File: src/rtl/cordic_pkg.sv
package cordic_pkg;

  // Arctangent of 2^-i in units where a full turn is 2^16, rounded.
  function automatic int atan_turn16(input int i);
    case (i)
      0:  return 8192;
      1:  return 4836;
      2:  return 2555;
      3:  return 1297;
      4:  return 651;
      5:  return 326;
      6:  return 163;
      7:  return 81;
      8:  return 41;
      9:  return 20;
      10: return 10;
      11: return 5;
      12: return 3;
      13: return 1;
      14: return 1;
      default: return 0;
    endcase
  endfunction

  // Same constant rescaled to an angle word of aw bits.
  function automatic int atan_step(input int i, input int aw);
    int v;
    v = atan_turn16(i);
    if (aw >= 16) return v <<< (aw - 16);
    else          return v >>> (16 - aw);
  endfunction

endpackage

File: src/rtl/cordic_fold.sv
module cordic_fold #(
  parameter int AW = 16
) (
  input  logic [AW-1:0]        angle_i,
  output logic signed [AW-1:0] z_o,
  output logic                 flip_o
);
  // Quadrants two and three are moved by half a turn into [-1/4, +1/4).
  always_comb begin
    flip_o = angle_i[AW-1] ^ angle_i[AW-2];
    z_o    = {angle_i[AW-1] ^ flip_o, angle_i[AW-2:0]};
  end
endmodule

File: src/rtl/cordic_rot.sv
module cordic_rot
  import cordic_pkg::*;
#(
  parameter int XW = 22,
  parameter int AW = 16,
  parameter int CW = 4
) (
  input  logic signed [XW-1:0] x_i,
  input  logic signed [XW-1:0] y_i,
  input  logic signed [AW-1:0] z_i,
  input  logic [CW-1:0]        idx_i,
  output logic signed [XW-1:0] x_o,
  output logic signed [XW-1:0] y_o,
  output logic signed [AW-1:0] z_o
);
  logic signed [XW-1:0] xs, ys;
  logic signed [AW-1:0] step;
  logic                 ccw;

  always_comb begin
    xs   = x_i >>> idx_i;
    ys   = y_i >>> idx_i;
    step = AW'(atan_step(int'(idx_i), AW));
    ccw  = ~z_i[AW-1];
    if (ccw) begin
      x_o = x_i - ys;
      y_o = y_i + xs;
      z_o = z_i - step;
    end else begin
      x_o = x_i + ys;
      y_o = y_i - xs;
      z_o = z_i + step;
    end
  end
endmodule

File: src/rtl/cordic_out.sv
module cordic_out #(
  parameter int XW = 22,
  parameter int DW = 16,
  parameter int FB = 4
) (
  input  logic signed [XW-1:0] v_i,
  input  logic                 neg_i,
  output logic signed [DW-1:0] q_o
);
  localparam logic signed [XW:0] QMAX = XW'(2 ** (DW - 1) - 1);
  localparam logic signed [XW:0] QMIN = -(XW + 1)'(2 ** (DW - 1));

  logic signed [XW:0] ext, sgn, scl;

  always_comb begin
    ext = {v_i[XW-1], v_i};
    sgn = neg_i ? -ext : ext;
    scl = sgn >>> FB;
    if (scl > QMAX)      q_o = QMAX[DW-1:0];
    else if (scl < QMIN) q_o = QMIN[DW-1:0];
    else                 q_o = scl[DW-1:0];
  end
endmodule

File: src/rtl/cordic_sincos.sv
module cordic_sincos #(
  parameter int DW    = 16,
  parameter int AW    = 16,
  parameter int ITERS = 16
) (
  input  logic                 clk,
  input  logic                 rst_n,
  input  logic                 start,
  input  logic [AW-1:0]        angle,
  input  logic [DW-1:0]        x_seed,
  input  logic [DW-1:0]        y_seed,
  output logic                 busy,
  output logic                 done,
  output logic signed [DW-1:0] cos_out,
  output logic signed [DW-1:0] sin_out
);
  localparam int FB   = 4;
  localparam int XW   = DW + 2 + FB;
  localparam int CW   = (ITERS > 1) ? $clog2(ITERS) : 1;
  localparam logic [CW-1:0] LAST = CW'(ITERS - 1);

  logic signed [XW-1:0] x_q, y_q, x_n, y_n;
  logic signed [AW-1:0] z_q, z_n, fold_z;
  logic [CW-1:0]        cnt;
  logic                 flip_q, fold_flip;
  logic                 accept, last_step;
  logic signed [DW-1:0] cos_n, sin_n;

  assign accept    = start && !busy;
  assign last_step = busy && (cnt == LAST);

  cordic_fold #(.AW(AW)) u_fold (
    .angle_i (angle),
    .z_o     (fold_z),
    .flip_o  (fold_flip)
  );

  cordic_rot #(.XW(XW), .AW(AW), .CW(CW)) u_rot (
    .x_i   (x_q),
    .y_i   (y_q),
    .z_i   (z_q),
    .idx_i (cnt),
    .x_o   (x_n),
    .y_o   (y_n),
    .z_o   (z_n)
  );

  cordic_out #(.XW(XW), .DW(DW), .FB(FB)) u_out_c (
    .v_i   (x_n),
    .neg_i (flip_q),
    .q_o   (cos_n)
  );

  cordic_out #(.XW(XW), .DW(DW), .FB(FB)) u_out_s (
    .v_i   (y_n),
    .neg_i (flip_q),
    .q_o   (sin_n)
  );

  always_ff @(posedge clk or negedge rst_n) begin
    if (!rst_n) begin
      x_q     <= '0;
      y_q     <= '0;
      z_q     <= '0;
      cnt     <= '0;
      flip_q  <= 1'b0;
      busy    <= 1'b0;
      done    <= 1'b0;
      cos_out <= '0;
      sin_out <= '0;
    end else if (accept) begin
      x_q    <= XW'(signed'(x_seed)) <<< FB;
      y_q    <= XW'(signed'(y_seed)) <<< FB;
      z_q    <= fold_z;
      flip_q <= fold_flip;
      cnt    <= '0;
      busy   <= 1'b1;
      done   <= 1'b0;
    end else if (busy) begin
      x_q <= x_n;
      y_q <= y_n;
      z_q <= z_n;
      cnt <= cnt + 1'b1;
      if (last_step) begin
        busy    <= 1'b0;
        done    <= 1'b1;
        cos_out <= cos_n;
        sin_out <= sin_n;
      end
    end
  end

  AST_RESET_IDLE: assert property (@(posedge clk) !rst_n |=> !busy && !done);
  AST_START_ACCEPT: assert property (@(posedge clk) disable iff (!rst_n)
    (start && !busy) |=> busy && !done);
  AST_EXCLUSIVE: assert property (@(posedge clk) disable iff (!rst_n)
    !(busy && done));
  AST_DONE_HOLD: assert property (@(posedge clk) disable iff (!rst_n)
    (done && !start) |=> done && $stable(cos_out) && $stable(sin_out));
  AST_START_IGNORED: assert property (@(posedge clk) disable iff (!rst_n)
    (busy && start && cnt != LAST) |=> busy && (cnt == $past(cnt) + 1'b1));
  AST_FOLD_RANGE: assert property (@(posedge clk) disable iff (!rst_n)
    accept |-> (fold_z[AW-1] == fold_z[AW-2]));
  AST_Z_BOUND: assert property (@(posedge clk) disable iff (!rst_n)
    busy |-> (z_q[AW-1] == z_q[AW-2]));
endmodule

File: config.mk
export PLATFORM = sky130hd
export DESIGN_NAME = cordic_sincos
export DESIGN_NICKNAME = d
export VERILOG_FILES = /design/src/rtl/cordic_pkg.sv /design/src/rtl/cordic_fold.sv /design/src/rtl/cordic_rot.sv /design/src/rtl/cordic_out.sv /design/src/rtl/cordic_sincos.sv
export SDC_FILE = /design/constraint.sdc
export NUM_CORES = 1
export LEC_CHECK = 0
export ABC_CLOCK_PERIOD_IN_PS = 6300
export CELL_PAD_IN_SITES_DETAIL_PLACEMENT = 1
export CELL_PAD_IN_SITES_GLOBAL_PLACEMENT = 2
export CORE_AREA = 2 2 220 168
export DETAILED_ROUTE_END_ITERATION = 6
export DIE_AREA = 0 0 222 170
export PLACE_DENSITY_LB_ADDON = 0.1
export SLEW_MARGIN = 15
export SYNTH_ARGS = -nofsm -noshare
export SYNTH_HDL_FRONTEND = slang
export SYNTH_SLANG_ARGS = --single-unit
export TNS_END_PERCENT = 100
File: constraint.sdc
create_clock -name clk -period 6.3 [get_ports clk]
set_clock_uncertainty 0.15 [all_clocks]
set_input_delay 0.63 -clock clk [delete_from_list [all_inputs] [get_ports clk]]
set_output_delay 0.63 -clock clk [all_outputs]
set_load 0.01 [all_outputs]
Word-level counts from Yosys, hierarchy flattened
Memories as Yosys holds them, arrays and structs flattened.
Index checks and enable logic that the tools add are counted.
{"block": "word_totals", "mem_bits_ro": 224, "input_bits": 51, "memories": 1, "ff_bits": 99, "elab_cells": 59}
{"memory": "(name not given)", "words": 16, "word_bits": 14, "read_ports": 1, "rd_clocked_by_memory_dff": 0, "wr": 0, "line": "cordic_pkg.sv:5", "text": "case (i)"}
{"block": "op_classes", "n_eq_ne": 1, "reduce_logical": 7, "add_sub_neg": 9, "n_mux": 23, "n_shift": 2, "bitwise_logic": 3, "order_cmp": 4}
{"cell": "22-bit 2-to-1 mux", "n": 6}
{"cell": "16-bit 2-to-1 mux", "n": 7}
{"cell": "23-bit 2-to-1 mux", "n": 2}
{"cell": "22-bit negation with 23-bit output", "n": 2}
{"cell": "22-bit adder", "n": 2}
{"cell": "22-bit by 4-bit >>> shifter with 22-bit output", "n": 2}
{"cell": "22-bit subtractor", "n": 2}
{"cell": "19-bit by 16-bit > comparator with 1-bit output (second input constant)", "n": 2}
{"cell": "19-bit by 16-bit < comparator with 1-bit output (second input constant)", "n": 2}
{"cell": "16-bit adder", "n": 1}
{"cell": "16-bit subtractor", "n": 1}
{"cell": "4-bit 2-to-1 mux", "n": 2}
{"cell": "1-bit 2-to-1 mux", "n": 6}
{"cell": "4-bit by 1-bit adder with 4-bit output (second input constant)", "n": 1}
{"cell": "4-bit equality test (second input constant)", "n": 1}
{"cell": "2-bit nonzero test", "n": 2}
{"cell": "3-bit AND reduction", "n": 1}
{"cell": "1-bit logical AND", "n": 2}
{"cell": "2-bit AND reduction", "n": 1}
{"cell": "1-bit XOR", "n": 2}
{"cell": "1-bit logical NOT", "n": 1}
{"cell": "1-bit inverter", "n": 1}

Depth between registers and ports, before layout
{"block": "logic_depth", "word_depth": 8, "mapped_depth": 28, "depth_no_buf": 21}

By module
Synthesis repeated with hierarchy kept, for this count alone.
{"block": "unflattened", "hier_cells": 1400, "area_unflattened_um2": 12197.9}
{"module": "cordic_rot", "n_inst": 1, "cells_each": 864, "area_each_um2": 6573.8}
{"module": "cordic_sincos", "n_inst": 1, "cells_each": 335, "area_each_um2": 4247.8}
{"module": "cordic_out", "n_inst": 2, "cells_each": 92, "area_each_um2": 625.6}
{"module": "cordic_fold", "n_inst": 1, "cells_each": 17, "area_each_um2": 125.1}

Least setup slack after synthesis
Ideal clock, no wire load.
{"block": "synth_path", "path_kind": "register -> register", "start": "register cnt[2]", "end": "register sin_out[4]", "n_path_buf": 7, "arrival_time_ns": 6.432, "period_less_slack_ns": 6.655, "path_slack_ns": -0.355, "path_stages_with_launch": 24, "setup_ns": 0.073, "t_required_ns": 6.077, "cell_sequence": "dfrtp_1 > clkbuf_1 > buf_2 > buf_1 > clkbuf_1 > buf_1 > buf_1 > o21ai_0 > ha_1 > inv_1 > mux2_2 > fa_1 > a21o_1 > a221o_1 > a221oi_4 > o21ai_0 > xnor2_1 > or4_4 > or3b_4 > or4_4 > o2111ai_4 > buf_12 > nand3_2 > a21oi_2"}
{"block": "synth_between", "elab_chain_len": 8, "elab_cells_between_ends": 13, "cone_classes": "add/sub (3); order compare (2); eq/ne (1); shift (1); mux (4); reduce/logical (2)"}
{"element": "start: declaration", "line": "cordic_sincos.sv:24", "text": "logic [CW-1:0] cnt;"}
{"element": "start signal: assignment", "line": "cordic_sincos.sv:83", "text": "cnt <= cnt + 1'b1;"}
{"element": "22-bit by 4-bit >>> shifter with 22-bit output", "line": "cordic_rot.sv:21", "text": "xs = x_i >>> idx_i;"}
{"element": "22-bit adder / 22-bit subtractor (equally long branches)", "line": "cordic_rot.sv:27, cordic_rot.sv:31"}
{"element": "22-bit 2-to-1 mux", "line": "cordic_rot.sv:25", "text": "if (ccw) begin"}
{"element": "22-bit negation with 23-bit output", "line": "cordic_out.sv:17", "text": "sgn = neg_i ? -ext : ext;"}
{"element": "23-bit 2-to-1 mux", "line": "cordic_out.sv:17"}
{"element": "19-bit by 16-bit < comparator with 1-bit output", "line": "cordic_out.sv:20", "text": "else if (scl < QMIN) q_o = QMIN[DW-1:0];"}
{"element": "16-bit 2-to-1 mux", "line": "cordic_out.sv:20"}
{"element": "16-bit 2-to-1 mux", "line": "cordic_out.sv:19", "text": "if (scl > QMAX) q_o = QMAX[DW-1:0];"}
{"element": "end signal: assignment", "line": "cordic_sincos.sv:88", "text": "sin_out <= sin_n;"}
{"element": "end: declaration", "line": "cordic_sincos.sv:15", "text": "output logic signed [DW-1:0] sin_out"}
Several ways; a longest one is shown, not always the timed one.
A chain may end at the register's enable or synchronous reset.

Worst setup path after layout
{"block": "layout_path", "start": "register y_q[16]", "end": "register cos_out[4]"}
{"block": "layout_between", "elab_chain_len": 8, "elab_cells_between_ends": 10, "cone_classes": "add/sub (3); order compare (2); shift (1); mux (4)"}
{"element": "start: declaration", "line": "cordic_sincos.sv:22", "text": "logic signed [XW-1:0] x_q, y_q, x_n, y_n;"}
{"element": "start signal: assignment", "line": "cordic_sincos.sv:73", "text": "y_q <= XW'(signed'(y_seed)) <<< FB;"}
{"element": "start signal: assignment", "line": "cordic_sincos.sv:81", "text": "y_q <= y_n;"}
{"element": "22-bit by 4-bit >>> shifter with 22-bit output (*)", "line": "cordic_rot.sv:22", "text": "ys = y_i >>> idx_i;"}
{"element": "22-bit subtractor / 22-bit adder (equally long branches)", "line": "cordic_rot.sv:26, cordic_rot.sv:30"}
{"element": "22-bit 2-to-1 mux (*)", "line": "cordic_rot.sv:25"}
{"element": "22-bit negation with 23-bit output", "line": "cordic_out.sv:17"}
{"element": "23-bit 2-to-1 mux (*)", "line": "cordic_out.sv:17"}
{"element": "19-bit by 16-bit < comparator with 1-bit output", "line": "cordic_out.sv:20"}
{"element": "16-bit 2-to-1 mux", "line": "cordic_out.sv:20"}
{"element": "16-bit 2-to-1 mux (*)", "line": "cordic_out.sv:19"}
{"element": "end signal: assignment", "line": "cordic_sincos.sv:87", "text": "cos_out <= cos_n;"}
{"element": "end: declaration", "line": "cordic_sincos.sv:14", "text": "output logic signed [DW-1:0] cos_out,"}
Every way passes the cells marked *; elsewhere a longest branch is shown, timed or not.

==> results.sh <==
export IMPL_overflow=0
export IMPL_synth_cells=1387
export IMPL_synth_xor_area_share_pct=9.585
export IMPL_relSlewSlack_pct=42.93
export IMPL_yosysWarnings=0
export IMPL_io_buffers=84
export IMPL_arrival_ns=6.22
export IMPL_yosys_most_used_dff="dfrtp_1"
export IMPL_grt_pass1_wl_um=68180
export IMPL_synth_cell_type_count=96
export IMPL_ys_ff_latch=99
export IMPL_synth_yosys_seq_area_share_pct=20.74
export IMPL_antenna_found_initial=0
export IMPL_fin_area_mm2=0.01468
export IMPL_h_tree_depth=3
export IMPL_path_delay_family="simple AND/OR/NAND/NOR gates"
export IMPL_wl_per_cell_um=21.73
export IMPL_required_ns=6.47
export IMPL_synthTopCellsByArea="dfrtp_1, mux4_2, ha_1"
export IMPL_r2r_start="y_q[16]"
export IMPL_cp_start_kind="register"
export IMPL_nNetsFinal=1671
export IMPL_cts_buffers=9
export IMPL_cp_cell_sequence="buf_4, mux4_2, and2_1, nor3_1, o211ai_2, inv_2, and3_1, a31oi_1, xnor2_1, ha_1, or4_1, a211o_1, a311oi_2, or2_4, o211ai_1, or3_4, nor4_4, nand2b_1, a311o_2, o211ai_4, o22a_1"
export IMPL_root_buffer="clkbuf_16"
export IMPL_grt_max_degree=88
export IMPL_gp_congestion=0.8869
export IMPL_cts_hold_buf=0
export IMPL_die_height_um=170
export IMPL_synth_simple_area_share_pct=17.13
export IMPL_yosys_area_top_type="dfrtp_1"
export IMPL_setup_viol=0
export IMPL_die_area_mm2=0.03774
export IMPL_path_max_fanout=7
export IMPL_netlist_area_mm2=0.01194
export IMPL_end_kind="register"
export IMPL_cts_sinks=99
export IMPL_path_buf_inv=2
export IMPL_die_w_um=222
export IMPL_synth_compound_area_share_pct=22.53
export IMPL_max_freq_mhz=165.3
export IMPL_placedInstanceArea_mm2=0.01403
export IMPL_crit_type="reg2reg"
export IMPL_finalCritPeriodShare_pct=96.04
export IMPL_grt_use_total_pct=23.25
export IMPL_hold_class="in2async"
export IMPL_reg2reg_depth=21
export IMPL_core_area_mm2=0.03551
export IMPL_outcome="finished, final reports clean"
export IMPL_n_antenna_cell=0
export IMPL_timing_rr_end="cos_out[4]"
export IMPL_r2r_slack_ns=0.25
export IMPL_slowest_stage="or4_1"
export IMPL_clk_latency_ns=0.39
export IMPL_clk_pin_slew_worst_paths_ns=0.09
export IMPL_syn_num_nets=1509
export IMPL_post_route_drc_count=0
export IMPL_synth_top_family_by_area="compound AO/OA/AOI/OAI gates"
export IMPL_hold_viol_final=0
export IMPL_dp_hpwl_um=34140
export IMPL_synth_area_mux_share_pct=17.32
export IMPL_final_layout_size_suffix_gt1_share_pct=21.69
export IMPL_syn2layout_area_growth_pct=22.87
export IMPL_syn_mean_instance_area_um2=8.611
export IMPL_wirelength_um=43860
export IMPL_pin_count=85
export IMPL_post_route_min_period_ns=6.051
export IMPL_drv_slew=0
export IMPL_drt_iter0_markers=669
export IMPL_postRouteAntennaNets=0
export IMPL_yosys_area_share_adder_pct=7.626
export IMPL_grt_pass1_vias=11580
export IMPL_synthArstFlopShare_pct=100.0
export IMPL_synth_top_area_share_pct=20.74
export IMPL_cts_tree="yes"
export IMPL_max_stage_delay_ns=0.55
export IMPL_cap_violations=0
export IMPL_row_count=60
export IMPL_clockBufferDepth=2
export IMPL_tightest_slew_ns=0.8345
export IMPL_initial_core_util_pct=33.64
export IMPL_firstDrtPassIters=5
export IMPL_dr_total_vias=11400
export IMPL_synth_edf_count=0
export IMPL_vias_per_cell=5.645
==> Yosys cell counts, drive strengths merged, types with 40 or more instances <==
master  instances
inv            40
ha             68
mux2i          78
xor2           52
mux4           45
clkbuf         49
o21ai         107
xnor2          74
nand2         127
dfrtp          99
nor2          117
a21oi         111
==> registers in the layout, summed over array words and instances, names as in the netlist, 4 cells and up <==
signal / flops
z_q: 16
y_q: 22
cnt: 4
x_q: 22
sin_out: 16
cos_out: 16
==> cell usage in the layout, fill, tap and decap left out, types with 12 or more instances in the layout <==
cell type / n
nor2_1: 112
o22a_1: 16
dfrtp_1: 92
nor3_1: 16
mux2_2: 23
ha_1: 66
buf_4: 144
xnor2_1: 70
mux2i_1: 75
a21o_1: 15
clkdlybuf4s50_1: 82
nor2b_1: 19
nand3_1: 20
o31ai_1: 12
mux4_2: 44
a31oi_1: 18
a21oi_1: 98
o21ai_0: 98
and3_1: 12
and2_1: 14
nand2_1: 126
o211ai_1: 15
inv_1: 38
xor2_1: 49
a21oi_2: 13
nand2b_1: 22
a211oi_1: 18
==> cell type report <==
cell class	count	area, µm²
fill	4203	20830
multi-input combinational	1162	9081
sequential	99	2491
timing repair buffer	237	2079
tap	465	581.8
clock buffer	9	225.2
inverter	40	150.1
clock inverter	7	66.31
==> metal layers <==
layer	track usage, %	wire, µm
met4	5.200	679
met2	35.43	18700
met5	0	0
met1	34.49	22320
met3	3.470	2160
==> stage by stage <==
step | setup WS [ns] | utilization, % | hold WS [ns] | cells | setup TNS [ns]
after floorplan | 0.0005751 | - | 0.1844 | 1387 | 0
after global placement | 0.08894 | 39.51 | 0.3163 | 1986 | 0
after detailed placement | -0.06556 | 39.51 | 0.3136 | 1986 | -0.8428
after CTS | 0.03281 | 40.41 | 0.1335 | 2004 | 0
after global routing | -0.01545 | 41.33 | 0.1563 | 2019 | -0.08246
final | 0.2493 | 41.33 | 0.1027 | 2019 | 0
==> cells by family (layout without fill, tap and decap cells) <==
| family | after synthesis | in the layout |
|---|---|---|
| and+or+nand+nor | 411 | 411 |
| AOI/OAI and AO/OA | 405 | 406 |
| muxes | 147 | 148 |
| buffers and inverters | 128 | 293 |
| xor gates and xnor gates | 126 | 126 |
| DFF | 99 | 99 |
| adders and majority gates | 71 | 71 |
==> worst max path at each step <==
stage | cells after the start | slack [ns] | end | startpoint
final | 21 | 0.25 | cos_out[4] | y_q[16]
after floorplan | 25 | 0.0006 | sin_out[4] | cnt[1]
after global placement | 21 | 0.09 | cos_out[10] | cnt[0]
after global routing | 21 | -0.02 | cos_out[12] | y_q[16]
after CTS | 22 | 0.03 | cos_out[10] | cnt[1]
after detailed placement | 21 | -0.07 | cos_out[4] | cnt[0]
==> timing repair <==
| action | in CTS | in global routing |
|---|---|---|
| pin swaps | 0 | 19 |
| resized for setup | 2 | 51 |
| setup buffers | 2 | 12 |
| setup endpoints to repair | 15 | 32 |
| gates cloned | 0 | 3 |
Power is not shown: default switching activity piles up to over one toggle a cycle in this logic, so the estimate is an artifact.
